===== src/rtl/rsq_pkg.sv =====
package rsq_pkg;
  typedef enum logic [2:0] {
    PH0     = 3'd0,
    PH1     = 3'd1,
    PH2     = 3'd2,
    PH3     = 3'd3,
    PH_IDLE = 3'd4
  } phase_e;
endpackage


===== src/rtl/rsq_evt_qual.sv =====
module rsq_evt_qual #(
  parameter int N_DEST = 2,
  parameter int N_EXT  = 2,
  parameter int N_FUNC = 3
) (
  input  logic [N_DEST-1:0] dest_evt_i,
  input  logic [N_DEST-1:0] dest_en_i,
  input  logic [N_EXT-1:0]  ext_evt_i,
  input  logic [N_EXT-1:0]  ext_en_i,
  input  logic [N_FUNC-1:0] func_evt_i,
  input  logic [N_FUNC-1:0] func_en_i,
  input  logic [N_FUNC-1:0] func_short_i,
  output logic              dest_act_o,
  output logic              long_act_o,
  output logic              short_act_o
);
  logic [N_FUNC-1:0] func_long;
  logic [N_FUNC-1:0] func_shrt;

  for (genvar i = 0; i < N_FUNC; i++) begin : g_func
    assign func_long[i] = func_evt_i[i] & func_en_i[i] & ~func_short_i[i];
    assign func_shrt[i] = func_evt_i[i] & func_en_i[i] &  func_short_i[i];
  end

  assign dest_act_o  = |(dest_evt_i & dest_en_i);
  assign long_act_o  = |(ext_evt_i & ext_en_i) | (|func_long);
  assign short_act_o = |func_shrt;
endmodule


===== src/rtl/rsq_dwell_cnt.sv =====
module rsq_dwell_cnt #(
  parameter int CNT_W = 9
) (
  input  logic             clk_i,
  input  logic             rst_ni,
  input  logic             clr_i,
  output logic [CNT_W-1:0] cnt_o
);
  localparam logic [CNT_W-1:0] CNT_MAX = '1;

  always_ff @(posedge clk_i or negedge rst_ni) begin
    if (!rst_ni)               cnt_o <= '0;
    else if (clr_i)            cnt_o <= '0;
    else if (cnt_o != CNT_MAX) cnt_o <= cnt_o + 1'b1;
  end
endmodule


===== src/rtl/rsq_phase_fsm.sv =====
module rsq_phase_fsm
  import rsq_pkg::*;
#(
  parameter int CNT_W = 9,
  parameter int T0    = 3,
  parameter int T1    = 350,
  parameter int T2    = 8,
  parameter int T3    = 40
) (
  input  logic             clk_i,
  input  logic             rst_ni,
  input  logic             dest_act_i,
  input  logic             long_act_i,
  input  logic             short_act_i,
  input  logic             osc_stable_i,
  input  logic             vreg_ok_i,
  input  logic             flash_done_i,
  input  logic [CNT_W-1:0] cnt_i,
  output logic             clr_o,
  output phase_e           phase_o,
  output logic             flash_req_o
);
  localparam logic [CNT_W-1:0] LIM0 = CNT_W'(T0);
  localparam logic [CNT_W-1:0] LIM1 = CNT_W'(T1);
  localparam logic [CNT_W-1:0] LIM2 = CNT_W'(T2);
  localparam logic [CNT_W-1:0] LIM3 = CNT_W'(T3);

  phase_e phase_q, phase_d;
  logic   restart;

  always_comb begin
    phase_d = phase_q;
    restart = 1'b0;
    if (dest_act_i) begin
      phase_d = PH0;
      restart = 1'b1;
    end else begin
      unique case (phase_q)
        PH0: begin
          if (!(osc_stable_i && vreg_ok_i)) restart = 1'b1;
          else if (cnt_i >= LIM0)          phase_d = PH1;
        end
        PH1: begin
          if (long_act_i)          restart = 1'b1;
          else if (cnt_i >= LIM1)  phase_d = PH2;
        end
        PH2: begin
          if (long_act_i)                          phase_d = PH1;
          else if (flash_done_i && cnt_i >= LIM2)  phase_d = PH3;
        end
        PH3: begin
          if (long_act_i)                          phase_d = PH1;
          else if (short_act_i)                    restart = 1'b1;
          else if (flash_done_i && cnt_i >= LIM3)  phase_d = PH_IDLE;
        end
        PH_IDLE: begin
          if (long_act_i)       phase_d = PH1;
          else if (short_act_i) phase_d = PH3;
        end
        default: phase_d = PH0;
      endcase
    end
  end

  assign clr_o = restart | (phase_d != phase_q);

  always_ff @(posedge clk_i or negedge rst_ni) begin
    if (!rst_ni) begin
      phase_q     <= PH0;
      flash_req_o <= 1'b0;
    end else begin
      phase_q     <= phase_d;
      flash_req_o <= (phase_d != phase_q) && (phase_d == PH2 || phase_d == PH3);
    end
  end

  assign phase_o = phase_q;
endmodule


===== src/rtl/rst_phase_seq.sv =====
module rst_phase_seq
  import rsq_pkg::*;
#(
  parameter int N_DEST = 2,
  parameter int N_EXT  = 2,
  parameter int N_FUNC = 3,
  parameter int T0     = 3,
  parameter int T1     = 350,
  parameter int T2     = 8,
  parameter int T3     = 40
) (
  input  logic              clk_i,
  input  logic              rst_ni,
  input  logic [N_DEST-1:0] dest_evt_i,
  input  logic [N_DEST-1:0] dest_en_i,
  input  logic [N_EXT-1:0]  ext_evt_i,
  input  logic [N_EXT-1:0]  ext_en_i,
  input  logic [N_FUNC-1:0] func_evt_i,
  input  logic [N_FUNC-1:0] func_en_i,
  input  logic [N_FUNC-1:0] func_short_i,
  input  logic              osc_stable_i,
  input  logic              vreg_ok_i,
  input  logic              flash_done_i,
  output logic [2:0]        phase_o,
  output logic              sys_rst_o,
  output logic              flash_req_o,
  output logic              release_o
);
  localparam int T_A   = (T0 > T1) ? T0 : T1;
  localparam int T_B   = (T2 > T3) ? T2 : T3;
  localparam int T_MAX = (T_A > T_B) ? T_A : T_B;
  localparam int CNT_W = $clog2(T_MAX + 1);

  logic             dest_act, long_act, short_act;
  logic             cnt_clr;
  logic [CNT_W-1:0] cnt;
  phase_e           phase;

  rsq_evt_qual #(.N_DEST(N_DEST), .N_EXT(N_EXT), .N_FUNC(N_FUNC)) u_qual (
    .dest_evt_i  (dest_evt_i),
    .dest_en_i   (dest_en_i),
    .ext_evt_i   (ext_evt_i),
    .ext_en_i    (ext_en_i),
    .func_evt_i  (func_evt_i),
    .func_en_i   (func_en_i),
    .func_short_i(func_short_i),
    .dest_act_o  (dest_act),
    .long_act_o  (long_act),
    .short_act_o (short_act)
  );

  rsq_dwell_cnt #(.CNT_W(CNT_W)) u_cnt (
    .clk_i (clk_i),
    .rst_ni(rst_ni),
    .clr_i (cnt_clr),
    .cnt_o (cnt)
  );

  rsq_phase_fsm #(.CNT_W(CNT_W), .T0(T0), .T1(T1), .T2(T2), .T3(T3)) u_fsm (
    .clk_i       (clk_i),
    .rst_ni      (rst_ni),
    .dest_act_i  (dest_act),
    .long_act_i  (long_act),
    .short_act_i (short_act),
    .osc_stable_i(osc_stable_i),
    .vreg_ok_i   (vreg_ok_i),
    .flash_done_i(flash_done_i),
    .cnt_i       (cnt),
    .clr_o       (cnt_clr),
    .phase_o     (phase),
    .flash_req_o (flash_req_o)
  );

  assign phase_o   = phase;
  assign sys_rst_o = (phase != PH_IDLE);
  assign release_o = (phase == PH_IDLE);
endmodule


===== config.mk =====
export PLATFORM = sky130hd
export DESIGN_NAME = rst_phase_seq
export DESIGN_NICKNAME = d
export VERILOG_FILES = /design/src/rtl/rsq_pkg.sv /design/src/rtl/rsq_evt_qual.sv /design/src/rtl/rsq_dwell_cnt.sv /design/src/rtl/rsq_phase_fsm.sv /design/src/rtl/rst_phase_seq.sv
export SDC_FILE = /design/constraint.sdc
export NUM_CORES = 1
export LEC_CHECK = 0
export BUFFER_PORTS_ARGS = -buffer_cell sky130_fd_sc_hd__buf_2
export CAP_MARGIN = 20
export CORE_UTILIZATION = 56
export DETAILED_ROUTE_END_ITERATION = 6
export GPL_ROUTABILITY_DRIVEN = 0
export PLACE_DENSITY = 0.84
export SYNTH_ARGS = -nofsm -noshare
export SYNTH_HDL_FRONTEND = slang
export SYNTH_SLANG_ARGS = --single-unit

===== constraint.sdc =====
create_clock -name clk_i -period 3.3 [get_ports clk_i]
set_clock_uncertainty 0.15 [all_clocks]
set_input_delay 0.165 -clock clk_i [delete_from_list [all_inputs] [get_ports clk_i]]
set_output_delay 0.165 -clock clk_i [all_outputs]
set_load 0.005 [all_outputs]

# After elaboration in Yosys (flattened, before gate mapping)
# Cells that the tools add are included.
[word_totals]
register_bits = 13
input_bits = 22
output_inout_bits = 6
[classes]
add_sub_neg = 1
n_lt_le_gt_ge = 4
n_eq_ne = 9
n_mux = 21
bitwise = 16
reduce_logical = 11
[ops]
columns = ["op", "n"]
rows = [
  ["3-bit 2-to-1 mux", 12],
  ["9-bit 2-to-1 mux", 2],
  ["3-bit case mux with 5 select lines", 1],
  ["3-bit by 2-bit == test with 1-bit output, second input constant", 4],
  ["9-bit by 1-bit adder with 9-bit output, second input constant", 1],
  ["1-bit AND", 9],
  ["9-bit by 2-bit greater-or-equal comparator with 1-bit output, second input constant", 1],
  ["9-bit by 4-bit greater-or-equal comparator with 1-bit output, second input constant", 1],
  ["9-bit by 6-bit greater-or-equal comparator with 1-bit output, second input constant", 1],
  ["9-bit greater-or-equal comparator, second input constant", 1],
  ["9-bit inequality test, second input constant", 1],
  ["3-bit OR reduction", 2],
  ["1-bit 2-to-1 mux", 5],
  ["2-bit AND", 2],
  ["1-bit logical AND", 4],
  ["2-bit OR reduction", 2],
  ["3-bit by 1-bit == test with 1-bit output, second input constant", 1],
  ["3-bit == test, second input constant", 1],
  ["3-bit zero test", 1],
  ["3-bit inequality test", 1],
  ["3-bit inequality test, second input constant", 1],
  ["1-bit inverter", 3],
  ["1-bit case mux with 3 select lines", 1],
  ["1-bit bitwise OR", 2],
  ["other kinds (2)", 2],
]

# Depth between registers and ports, before layout
# Gate-level depths: netlist (run 1).
[depth]
ltp_word = 10
depth_mapped = 8
depth_no_buf = 8

# Modules after synthesis
# From an unflattened synthesis (run 1), not the netlist that was laid out.
[unflattened]
hier_cells = 117
area_unflattened_um2 = 1021.0
[by_module_without_submodules]
columns = ["module", "instances", "cells_per_inst", "area_each_um2"]
rows = [
  ["rsq_phase_fsm", 1, 62, 474.2],
  ["rsq_dwell_cnt", 1, 43, 460.4],
  ["rsq_evt_qual", 1, 10, 70.1],
  ["rst_phase_seq", 1, 2, 16.3],
]

# Worst setup path before layout (run 1)
# Ideal clock, no wire load.
[synth_timing]
kind = "flip-flop to flip-flop"
from = "reg u_fsm.phase_q[1], in the netlist u_fsm.phase_o[1]"
to = "reg u_cnt.cnt_o[0]"
setup_ns = 0.145
arrival_ns = 1.767
t_required_ns = 3.005
setup_slack_ns = 1.237
stages_incl_launch_ff = 7
n_path_buf = 1
cell_sequence = "dfrtp_1 > buf_6 > or3b_4 > a31oi_4 > o2bb2ai_2 > a2111oi_4 > nor4_1"
[synth_via]
elab_chain_cells = 8
word_cells_on_any_way = 24
classes_between = "eq/ne: 5; mux: 16; bitwise: 1; reduce/logical: 2"
[synth_lines]
columns = ["item", "line_no", "text"]
rows = [
  ["from (decl)", "rsq_phase_fsm.sv:28", "phase_e phase_q, phase_d;"],
  ["from (signal assigned)", "rsq_phase_fsm.sv:72", "phase_q <= phase_d;"],
  ["3-bit 2-to-1 mux", "rsq_phase_fsm.sv:54", "else if (flash_done_i && cnt_i >= LIM3) phase_d = PH_IDLE;"],
  ["3-bit 2-to-1 mux", "rsq_phase_fsm.sv:53", "else if (short_act_i) restart = 1'b1;"],
  ["3-bit 2-to-1 mux", "rsq_phase_fsm.sv:52", "if (long_act_i) phase_d = PH1;"],
  ["3-bit case mux with 5 select lines", "rsq_phase_fsm.sv:38", "unique case (phase_q)"],
  ["3-bit 2-to-1 mux", "rsq_phase_fsm.sv:34", "if (dest_act_i) begin"],
  ["3-bit inequality test", "rsq_phase_fsm.sv:65", "assign clr_o = restart | (phase_d != phase_q);"],
  ["1-bit bitwise OR (*)", "rsq_phase_fsm.sv:65", ""],
  ["9-bit 2-to-1 mux / 2-bit nonzero test (equally long branches)", "n/a", ""],
  ["to (signal assigned)", "rsq_dwell_cnt.sv:14", "else if (cnt_o != CNT_MAX) cnt_o <= cnt_o + 1'b1;"],
  ["to (decl)", "rsq_dwell_cnt.sv:7", "output logic [CNT_W-1:0] cnt_o"],
]
# Every way passes the cells marked *; elsewhere a longest branch is shown, timed or not.
# A chain may end at the register's enable or synchronous reset.

# Final worst setup path (run 1)
[layout_timing]
from = "reg u_fsm.phase_q[2], in the netlist u_fsm.phase_o[2]"
to = "reg u_cnt.cnt_o[4]"
# The elaborated chain is that of the path after synthesis.

==> results of run 1 <==
-- per-layer routing --
metal	vias up	routed length (um)	part of all wire [%]
met5	-	0	0
met4	0	18	0.68
met3	2	139	5.2
met2	42	1395	53
met1	534	1102	41
li1	518	-	-
-- worst max-delay path, stage by stage (launching register included) --
cell,delay (ps)
dfrtp_1,500
nand2b_1,250
a2111oi_1,550
nor4_1,160
o31ai_4,440
nor4_1,140
-- state kept, by name, indices dropped and copies added (netlist names) --
register,flops
u_cnt.cnt_o,9
u_fsm.phase_o,3
u_fsm.flash_req_o,1
-- metrics by stage --
step                      instances  hold WS, ps  worst slack [ps]  total power [uW]  area, um^2
final                           170        129.2             974.9             312.2        1281
after global routing            170        143.8             769.5             327.5        1281
after CTS                       170        125.0             984.2             312.6        1281
after detailed placement        165       -78.00              1005             211.7        1244
after global placement          165       -87.93              1055             209.8        1244
after floorplan                 115       -280.6              1237             188.4        1100
-- power groups by stage --
stage               Sequential [uW]  Combinational [uW]  Clock [uW]
global route                    161                53.6         113
floorplan                       164                24.4           0
finish                          161                48.8         102
CTS                             161                48.5         103
global placement                164                45.5           0
detailed placement              164                47.4           0
-- cells by family after synthesis --
logic type                 Yosys count  share of synthesized area, %
and+or+nand+nor                     49                         25.71
AOI/OAI and AO/OA                   31                         28.10
DFF                                 13                         29.58
xor gates and xnor gates             8                         6.371
buffers and inverters                8                         4.095
muxes                                3                         2.730
adders and majority gates            3                         3.413
-- cells in the final DEF (no fill, tap or decap), types with 4 or more instances in the layout --
master / n
a211oi_1: 4
nor3_1: 4
nor4_1: 10
nand3_1: 9
dfrtp_1: 13
nand2_1: 8
buf_2: 27
inv_1: 6
xor2_1: 6
-- path summary, 6_finish.rpt --
path	startpoint	endpoint	slack (ps)	cells after the start
max	u_fsm.phase_o[2]	u_cnt.cnt_o[4]	970	5
min	func_evt_i[0]	u_fsm.phase_o[2]	130	4
max reg2reg	u_fsm.phase_o[2]	u_cnt.cnt_o[4]	970	5
min reg2reg	u_cnt.cnt_o[2]	u_cnt.cnt_o[2]	520	2
max in group asynchronous	rst_ni	u_cnt.cnt_o[6]	2620	2
min in group asynchronous	rst_ni	u_fsm.phase_o[2]	140	2
-- cell type report --
class                      instances  area share [%]
inverter                           6           1.758
multi-input combinational         94           56.93
tap                               25           2.441
clock inverter                     1          0.3906
sequential                        13           25.39
clock buffer                       3           1.758
timing repair buffer              28           11.33
-- repair_timing --
item | CTS | global route
endpoints found under the setup margin | 0 | 0
hold buffers | 1 | 0
buffers inserted | 0 | 0
endpoints found under the hold margin | 13 | 0
==> impl_metrics.ini, run 1 <==
[power]
power.share.clock_pct = 32.7
power.internal_uw = 224.6
power.static_leakage_uw = 0.0005429
combPwrFrac_pct = 15.6
peakVddDrop_mv = 0.2974
power_density_mw_per_mm2 = 243.6
swShare_pct = 28.06
seqPwrFrac_pct = 51.6
p_switching_uw = 87.58

[yosys]
synthTopCellsByCount = dfrtp_1 (13), nor4_1 (10), nand3_1 (9), nand2_1 (8)
synth_ff_type = dfrtp_1
ys_async_sr_fraction_pct = 100.0
syn_avg_cell_area_um2 = 9.564
synth_top_area_cell = dfrtp_1
synth.distinct_cells = 44
yosysMostFrequentCell = dfrtp_1
synth_top_area_share_pct = 29.58
syn_area_mm2 = 0.001100
synth_area_leaders = dfrtp_1 (30%), nor4_1 (5.7%), xor2_1 (4.8%)
synth-seq-area-share_pct = 29.58
synth_seq_cells = 13
ys_warn_count = 0
syn_nets = 140
synthCells = 115
synth_edf_count = 0

[sta]
timing.fmax_mhz = 430.1
rsz0062_at_grt = false
tightest_slew_ps = 575.5
setup_tns_ps = 0
slew_viol_final = 0
finalHoldViolCount = 0
fin_crit_ps = 2325
timing.final.crit_share_pct = 70.46
maxSlewHeadroom_pct = 61.64
final-setup-viol-count = 0

[global_routing]
use_met3_pct = 4.706
grt_pass1_vias = 994
antenna_found_initial = 0
grtUsageTotal_pct = 28.89
grt_first_pass_wirelength_mm = 4.388
grt_max_degree = 14
overflow = 0
use_met1_pct = 35.70
grtUsageMet2_pct = 51.39
grt-busiest-layer = met2

[critical_path]
cp.arrival_ps = 2320
required_ps = 3290
cp_max_fo = 11
crit_type = reg -> reg
endpoint_kind = flip-flop
start_kind = flip-flop

[final_layout]
fillers = 142
n_antenna_cell = 0
multi_input_area_um2 = 729.5
final_util_pct = 71.86
drive_gt1_share_pct = 29.66
areaGrowthSynthToFinish_pct = 16.50
regArea_um2 = 325.3
fin_nets = 171

[placed_design]
dp_hpwl_mm = 2.093
io_buffers = 27

[clock_network]
cts_tree = built
cts_inserted_buffers = 3
cts_buffer_depth = 2
cts_resized = 0
path_clk_slew_ps = 90
clock_latency_ps = 280
clkSinkCount = 13
clockRootBuffer = clkbuf_4
htreeDepth = 1

[drt]
drcViolationCount = 0
firstDrtPassIters = 4
num_vias = 1096
vias_per_cell = 6.447
wl_per_cell_um = 15.62
drt-total-wl_mm = 2.656
postRouteAntennaNets = 0
drtIter0Drc = 39

[floorplan]
die-area_mm2 = 0.002145
fp.dieH_um = 46.32
boundaryPins = 28
row_count = 15
die_w_um = 46.32
start_util_pct = 61.68
core_mm2 = 0.001783

[worst_hold_path]
holdCritPathClass = in -> reg

[status]
status = completed

[run]
drv_cap = 0
No activity file was read; power rests on OpenSTA's default activity.
==> run 2, diff against run 1 <==
- ABC_AREA: default -> 1
- CORE_UTILIZATION: 56 -> 47
- PLACE_DENSITY: 0.84 -> 0.75
- clock period: 3.3 -> 2 ns (I/O delays scaled with it)
==> run 2 against run 1 <==
Combinational power increased by 62%. First-iteration DRC count increased by 28%. Synthesized area decreased by 4.3%. Sequential power increased by 65%. Register-to-register slack got worse by 920 ps. Fmax increased by 20%. Die area increased by 13%. Core utilization decreased by 2.6 points. Global-route usage decreased by 6.6 points. Synthesized cell count increased by 43%. Cell area increased by 10%. Flip-flop and latch count unchanged. Largest cell class unchanged.
==> impl_metrics.ini, run 2 <==
[yosys]
synth_xor_area_share_pct = 5.826
synthCells = 164
syn_area_mm2 = 0.001052
synth.distinct_cells = 20
synthSimpleGateAreaFrac_pct = 42.21
synth.area.mux_share_pct = 0
ys_warn_count = 0
synth_top_area_share_pct = 30.92
synth-adder-area-share_pct = 3.567
yosysMostFrequentCell = nand2_1
synth_ff_type = dfrtp_1
ys_async_sr_fraction_pct = 100.0
synth_compound_area_share_pct = 6.064
syn_avg_cell_area_um2 = 6.416
synth_edf_count = 0
synthTopCellsByCount = nand2_1 (42), inv_1 (31), nand3_1 (22), nor2_1 (19), dfrtp_1 (13)
synth-seq-area-share_pct = 30.92
syn_nets = 189
synth_top_area_cell = dfrtp_1
synth_area_leaders = dfrtp_1 (31%), nand2_1 (15%), inv_1 (11%)
synth_seq_cells = 13
synth_top_family_by_area = simple AND/OR/NAND/NOR gates

[clock_network]
path_clk_slew_ps = 80
htreeDepth = 1
clkSinkCount = 13
clockRootBuffer = clkbuf_4
cts_inserted_buffers = 3
cts_buffer_depth = 2
cts_tree = built
clock_latency_ps = 270

[status]
status = completed

[sta]
rsz0062_at_grt = true
tightest_slew_ps = 296.1
slew_viol_final = 0
timing.final.crit_share_pct = 97.20
finalHoldViolCount = 0
timing.fmax_mhz = 514.4
maxSlewHeadroom_pct = 80.26
whs_ps = 112.8
final-setup-viol-count = 0
fin_crit_ps = 1944

[placed_design]
dp_hpwl_mm = 1.945
io_buffers = 27

[critical_path]
r2r_end = u_cnt.cnt_o[2]
rr_worst_depth = 10
reg2reg_slack_ps = 60
start_kind = flip-flop
crit_type = reg -> reg
setup.worst_path.end = u_cnt.cnt_o[2]
cp_max_fo = 5
startpoint = u_cnt.cnt_o[1]
required_ps = 2060
cp.arrival_ps = 2000
endpoint_kind = flip-flop
r2r_start = u_cnt.cnt_o[1]

[drt]
num_vias = 1168
vias_per_cell = 4.991
wl_per_cell_um = 12.14
drcViolationCount = 0
drtIter0Drc = 50
postRouteAntennaNets = 0
firstDrtPassIters = 4
drt-total-wl_mm = 2.841

[power]
power.internal_uw = 373.3
swShare_pct = 26.05
power.share.clock_pct = 31.8
power.static_leakage_uw = 0.0008038
p_switching_uw = 131.5
seqPwrFrac_pct = 52.5
power.total_uw = 504.8
combPwrFrac_pct = 15.7
peakVddDrop_mv = 0.2966
power_density_mw_per_mm2 = 357.0

[final_layout]
top_register = u_cnt.cnt_o
final_cell_mix = nand2_1 (38), inv_1 (28), buf_2 (27), nand3_1 (20), nor2_1 (17)
n_antenna_cell = 0
final_common_cell = nand2_1
regArea_um2 = 329.1
fillers = 199
final_util_pct = 69.24
largest_register_ffs = 9
fin_nets = 233
multi_input_area_um2 = 684.4
areaGrowthSynthToFinish_pct = 34.36
drive_gt1_share_pct = 32.85

[floorplan]
row_count = 16
core_mm2 = 0.002042
fp.dieH_um = 49.32
start_util_pct = 51.53
boundaryPins = 28
die-area_mm2 = 0.002432
die_w_um = 49.32

[global_routing]
grt_first_pass_wirelength_mm = 4.305
overflow = 0
grt_max_degree = 14
grtUsageTotal_pct = 22.27
antenna_found_initial = 0
grt_pass1_vias = 1021

[run]
drv_cap = 0

[worst_hold_path]
holdCritPathClass = in -> async
==> run 2: changes by cell type after synthesis, moves of 3 or more <==
cell      delta
nand2_1     +34
nor4_1      -10
nand2_2      +4
and3_1       -3
a211oi_1     -4
inv_1       +25
nand3_1     +13
o21ai_0      +5
mux2i_1      -3
nor2_1      +17
==> run 2: critical path, stage by stage (launching register included) <==
cell and delay [ps]:
dfrtp_1 410, ha_2 210, nor2_1 90, o21ai_1 100
o21ai_1 170, nand3_2 120, o21ai_2 180, nand2_1 80
nand2_2 150, nand3_4 120, nor2_2 110
==> run 2: what timing repair did <==
item / CTS / global route
pin swaps: 1 / 7
setup endpoints to repair: 9 / 10
gates resized for setup: 2 / 24
hold endpoints to repair: 13 / 0
gates cloned: 0 / 1
buffers inserted: 0 / 7
hold buffers: 1 / 0
==> run 2: power by group through the flow <==
stage | Clock, uW | Combinational (uW) | Sequential, uW
after floorplan | 0 | 34.1 | 271
after global placement | 0 | 68.5 | 270
after detailed placement | 0 | 71.1 | 270
after CTS | 163 | 73.5 | 265
after global routing | 179 | 88.2 | 265
final | 161 | 79.0 | 265
==> run 2: logic make-up after synthesis <==
group	Yosys count
DFF	13
xor gates and xnor gates	7
adders and majority gates	3
buffers and inverters	32
and+or+nand+nor	97
AOI/OAI and AO/OA	12
==> run 2: final cells by class <==
class	instances	share of cell area (%)
sequential	13	23.27
multi-input combinational	120	48.41
tap	27	2.389
inverter	32	8.496
clock buffer	4	1.858
timing repair buffer	38	15.58
==> run 2: worst min path at each step <==
stage,from,endpoint,slack [ps]
3_3_place_gp,rst_ni,u_fsm.phase_o[0],-150
4_1_cts,rst_ni,u_cnt.cnt_o[3],90
6_report,rst_ni,u_cnt.cnt_o[3],110
2_1_floorplan,rst_ni,u_cnt.cnt_o[0],-350
3_5_place_dp,rst_ni,u_fsm.phase_o[0],-150
5_1_grt,rst_ni,u_cnt.cnt_o[5],130
==> run 2: routing by layer <==
| layer | routed length (um) | up-vias | global-route usage [%] |
|---|---|---|---|
| met4 | 18 | 0 | 4.412 |
| met3 | 161 | 2 | 1.558 |
| met1 | 1223 | 529 | 30.80 |
| met5 | 0 | - | 0 |
| li1 | - | 596 | - |
| met2 | 1439 | 41 | 37.90 |
==> run 2: per-stage QoR <==
step	worst slack [ps]	instance area, um^2	TNS, ps	instances
after CTS	19.42	1284	0	226
after floorplan	171.5	1052	0	164
after global placement	5.204	1244	0	221
after detailed placement	-43.41	1244	-277.4	221
final	55.93	1414	0	234
after global routing	-110.0	1414	-738.3	234
==> run 3, diff against run 2 <==
- PLACE_DENSITY: 0.75 -> default
- PLACE_DENSITY_LB_ADDON: default -> 0.08
==> run 3 against run 2 <==
Non-clock buffer count up 6. Critical endpoint is now u_cnt.cnt_o[5]. Flip-flop and latch count unchanged. Largest cell class unchanged. Global-route usage up 0.19 points. Routed wire length down 2.4%. Final cell count up 2.6%. Largest power group unchanged. Sequential power about the same. Count of clock-buffer cells in the layout unchanged.
==> impl_metrics.ini, run 3 (synthesized netlist as in run 2, its figures left out) <==
[final_layout]
fillers = 181
n_antenna_cell = 0
stdcell_area_mm2 = 0.001501
areaGrowthSynthToFinish_pct = 42.69
drive_gt1_share_pct = 40.38
regArea_um2 = 331.6
top_register = u_cnt.cnt_o
largest_register_ffs = 9
final_cell_mix = nand2_1 (37), buf_2 (27), inv_1 (26), nand3_1 (20), buf_4 (16)
multi_input_area_um2 = 724.4
final_common_cell = nand2_1
fin_nets = 239
final_util_pct = 73.53
instances_no_fill = 240

[clock_network]
clkSinkCount = 13
cts_inserted_buffers = 3
htreeDepth = 1
clock_latency_ps = 280
clockRootBuffer = clkbuf_4
cts_buffer_depth = 2
path_clk_slew_ps = 80
cts_tree = built

[critical_path]
start_kind = flip-flop
cp.arrival_ps = 2000
cp_max_fo = 5
crit_type = reg -> reg
required_ps = 2070
endpoint_kind = flip-flop

[power]
power.static_leakage_uw = 0.0008138
power.internal_uw = 375.0
combPwrFrac_pct = 16.1
power.share.clock_pct = 31.6
swShare_pct = 26.04
power_density_mw_per_mm2 = 337.6
peakVddDrop_mv = 0.4212
p_switching_uw = 132.0
seqPwrFrac_pct = 52.3

[sta]
tightest_slew_ps = 378.0
fin_crit_ps = 1936
whs_ps = 73.64
setup_tns_ps = 0
timing.fmax_mhz = 516.6
slew_viol_final = 0
rsz0062_at_grt = true
timing.final.crit_share_pct = 96.78
final-setup-viol-count = 0
maxSlewHeadroom_pct = 74.61
finalHoldViolCount = 0

[global_routing]
grtUsageTotal_pct = 22.46
overflow = 0
antenna_found_initial = 0
grt_max_degree = 14
grt_pass1_vias = 1031
grt_first_pass_wirelength_mm = 4.174

[drt]
route.met3.wl_um = 113
wl_met2_mm = 1.397
drcViolationCount = 0
wl_met1_mm = 1.207
num_vias = 1182
drt-total-wl_mm = 2.774
firstDrtPassIters = 4
postRouteAntennaNets = 0
drtIter0Drc = 34
vias_per_cell = 4.925
top_layer_used = met4
wl_per_cell_um = 11.56

[placed_design]
dpl-instance-area_mm2 = 0.001236
io_buffers = 27
dp.cells = 220
dp_hpwl_mm = 1.873

[floorplan]
die_w_um = 49.32
die-area_mm2 = 0.002432
core_mm2 = 0.002042
fp.dieH_um = 49.32
start_util_pct = 51.53
boundaryPins = 28
row_count = 16

[worst_hold_path]
holdCritPathClass = in -> async

[status]
status = completed

[run]
drv_cap = 0
run 3: worst paths after layout:
| path | from | to | slack [ps] | cells after the start |
|---|---|---|---|---|
| worst min register to register | u_cnt.cnt_o[2] | u_cnt.cnt_o[2] | 510 | 2 |
| worst max register to register | u_fsm.phase_o[0] | u_cnt.cnt_o[5] | 60 | 13 |
| worst max-delay path | u_fsm.phase_o[0] | u_cnt.cnt_o[5] | 60 | 13 |
| worst min-delay path | rst_ni | u_cnt.cnt_o[1] | 70 | 2 |
| min in group clk_i | flash_done_i | u_fsm.phase_o[2] | 200 | 7 |
| max in group asynchronous | rst_ni | u_fsm.phase_o[2] | 1380 | 2 |
run 3: stage by stage:
stage | setup WS [ps] | power, uW
floorplan | 171.5 | 305.1
detailed placement | 1.142 | 340.8
finish | 64.31 | 507.0
global route | -93.25 | 532.8
global placement | 32.16 | 338.4
CTS | 18.24 | 504.3
run 3: cell type report:
type	instances	area share, %
Sequential cell	13	22.08
Clock buffer	4	1.750
Inverter	32	8.000
Multi-Input combinational cell	120	48.25
Tap cell	27	2.250
Timing Repair Buffer	44	17.67
run 3: critical path, stage by stage (launching register included):
cell	delay (ps)
dfrtp_2	470
inv_2	110
nand3_2	80
nor2_1	110
nand2_1	70
nand3_1	80
nand2_1	50
inv_1	50
nand2_1	50
nand2_2	90
nand2_4	60
a21oi_4	220
nand3_4	160
nor2_2	130
run 3: timing repair:
item                       CTS  global route
resized for setup            1            39
pin swaps                    1            19
cloned                       0             1
setup buffers                0            14
hold buffers                 1             0
setup endpoints to repair    9            10
hold endpoints to repair    13             0
run 3: power by group through the flow:
stage	clock, uW	sequential (uW)	combinational (uW)
floorplan	0	271	34.1
global placement	0	270	68.2
detailed placement	0	270	70.5
CTS	166	265	72.7
global route	174	265	93.5
finish	160	265	81.5
run 3: layer usage:
layer	vias up	global-route usage, %
li1	608	-
met1	539	27.03
met2	30	39.73
met3	5	1.246
met4	0	11.76
met5	-	0
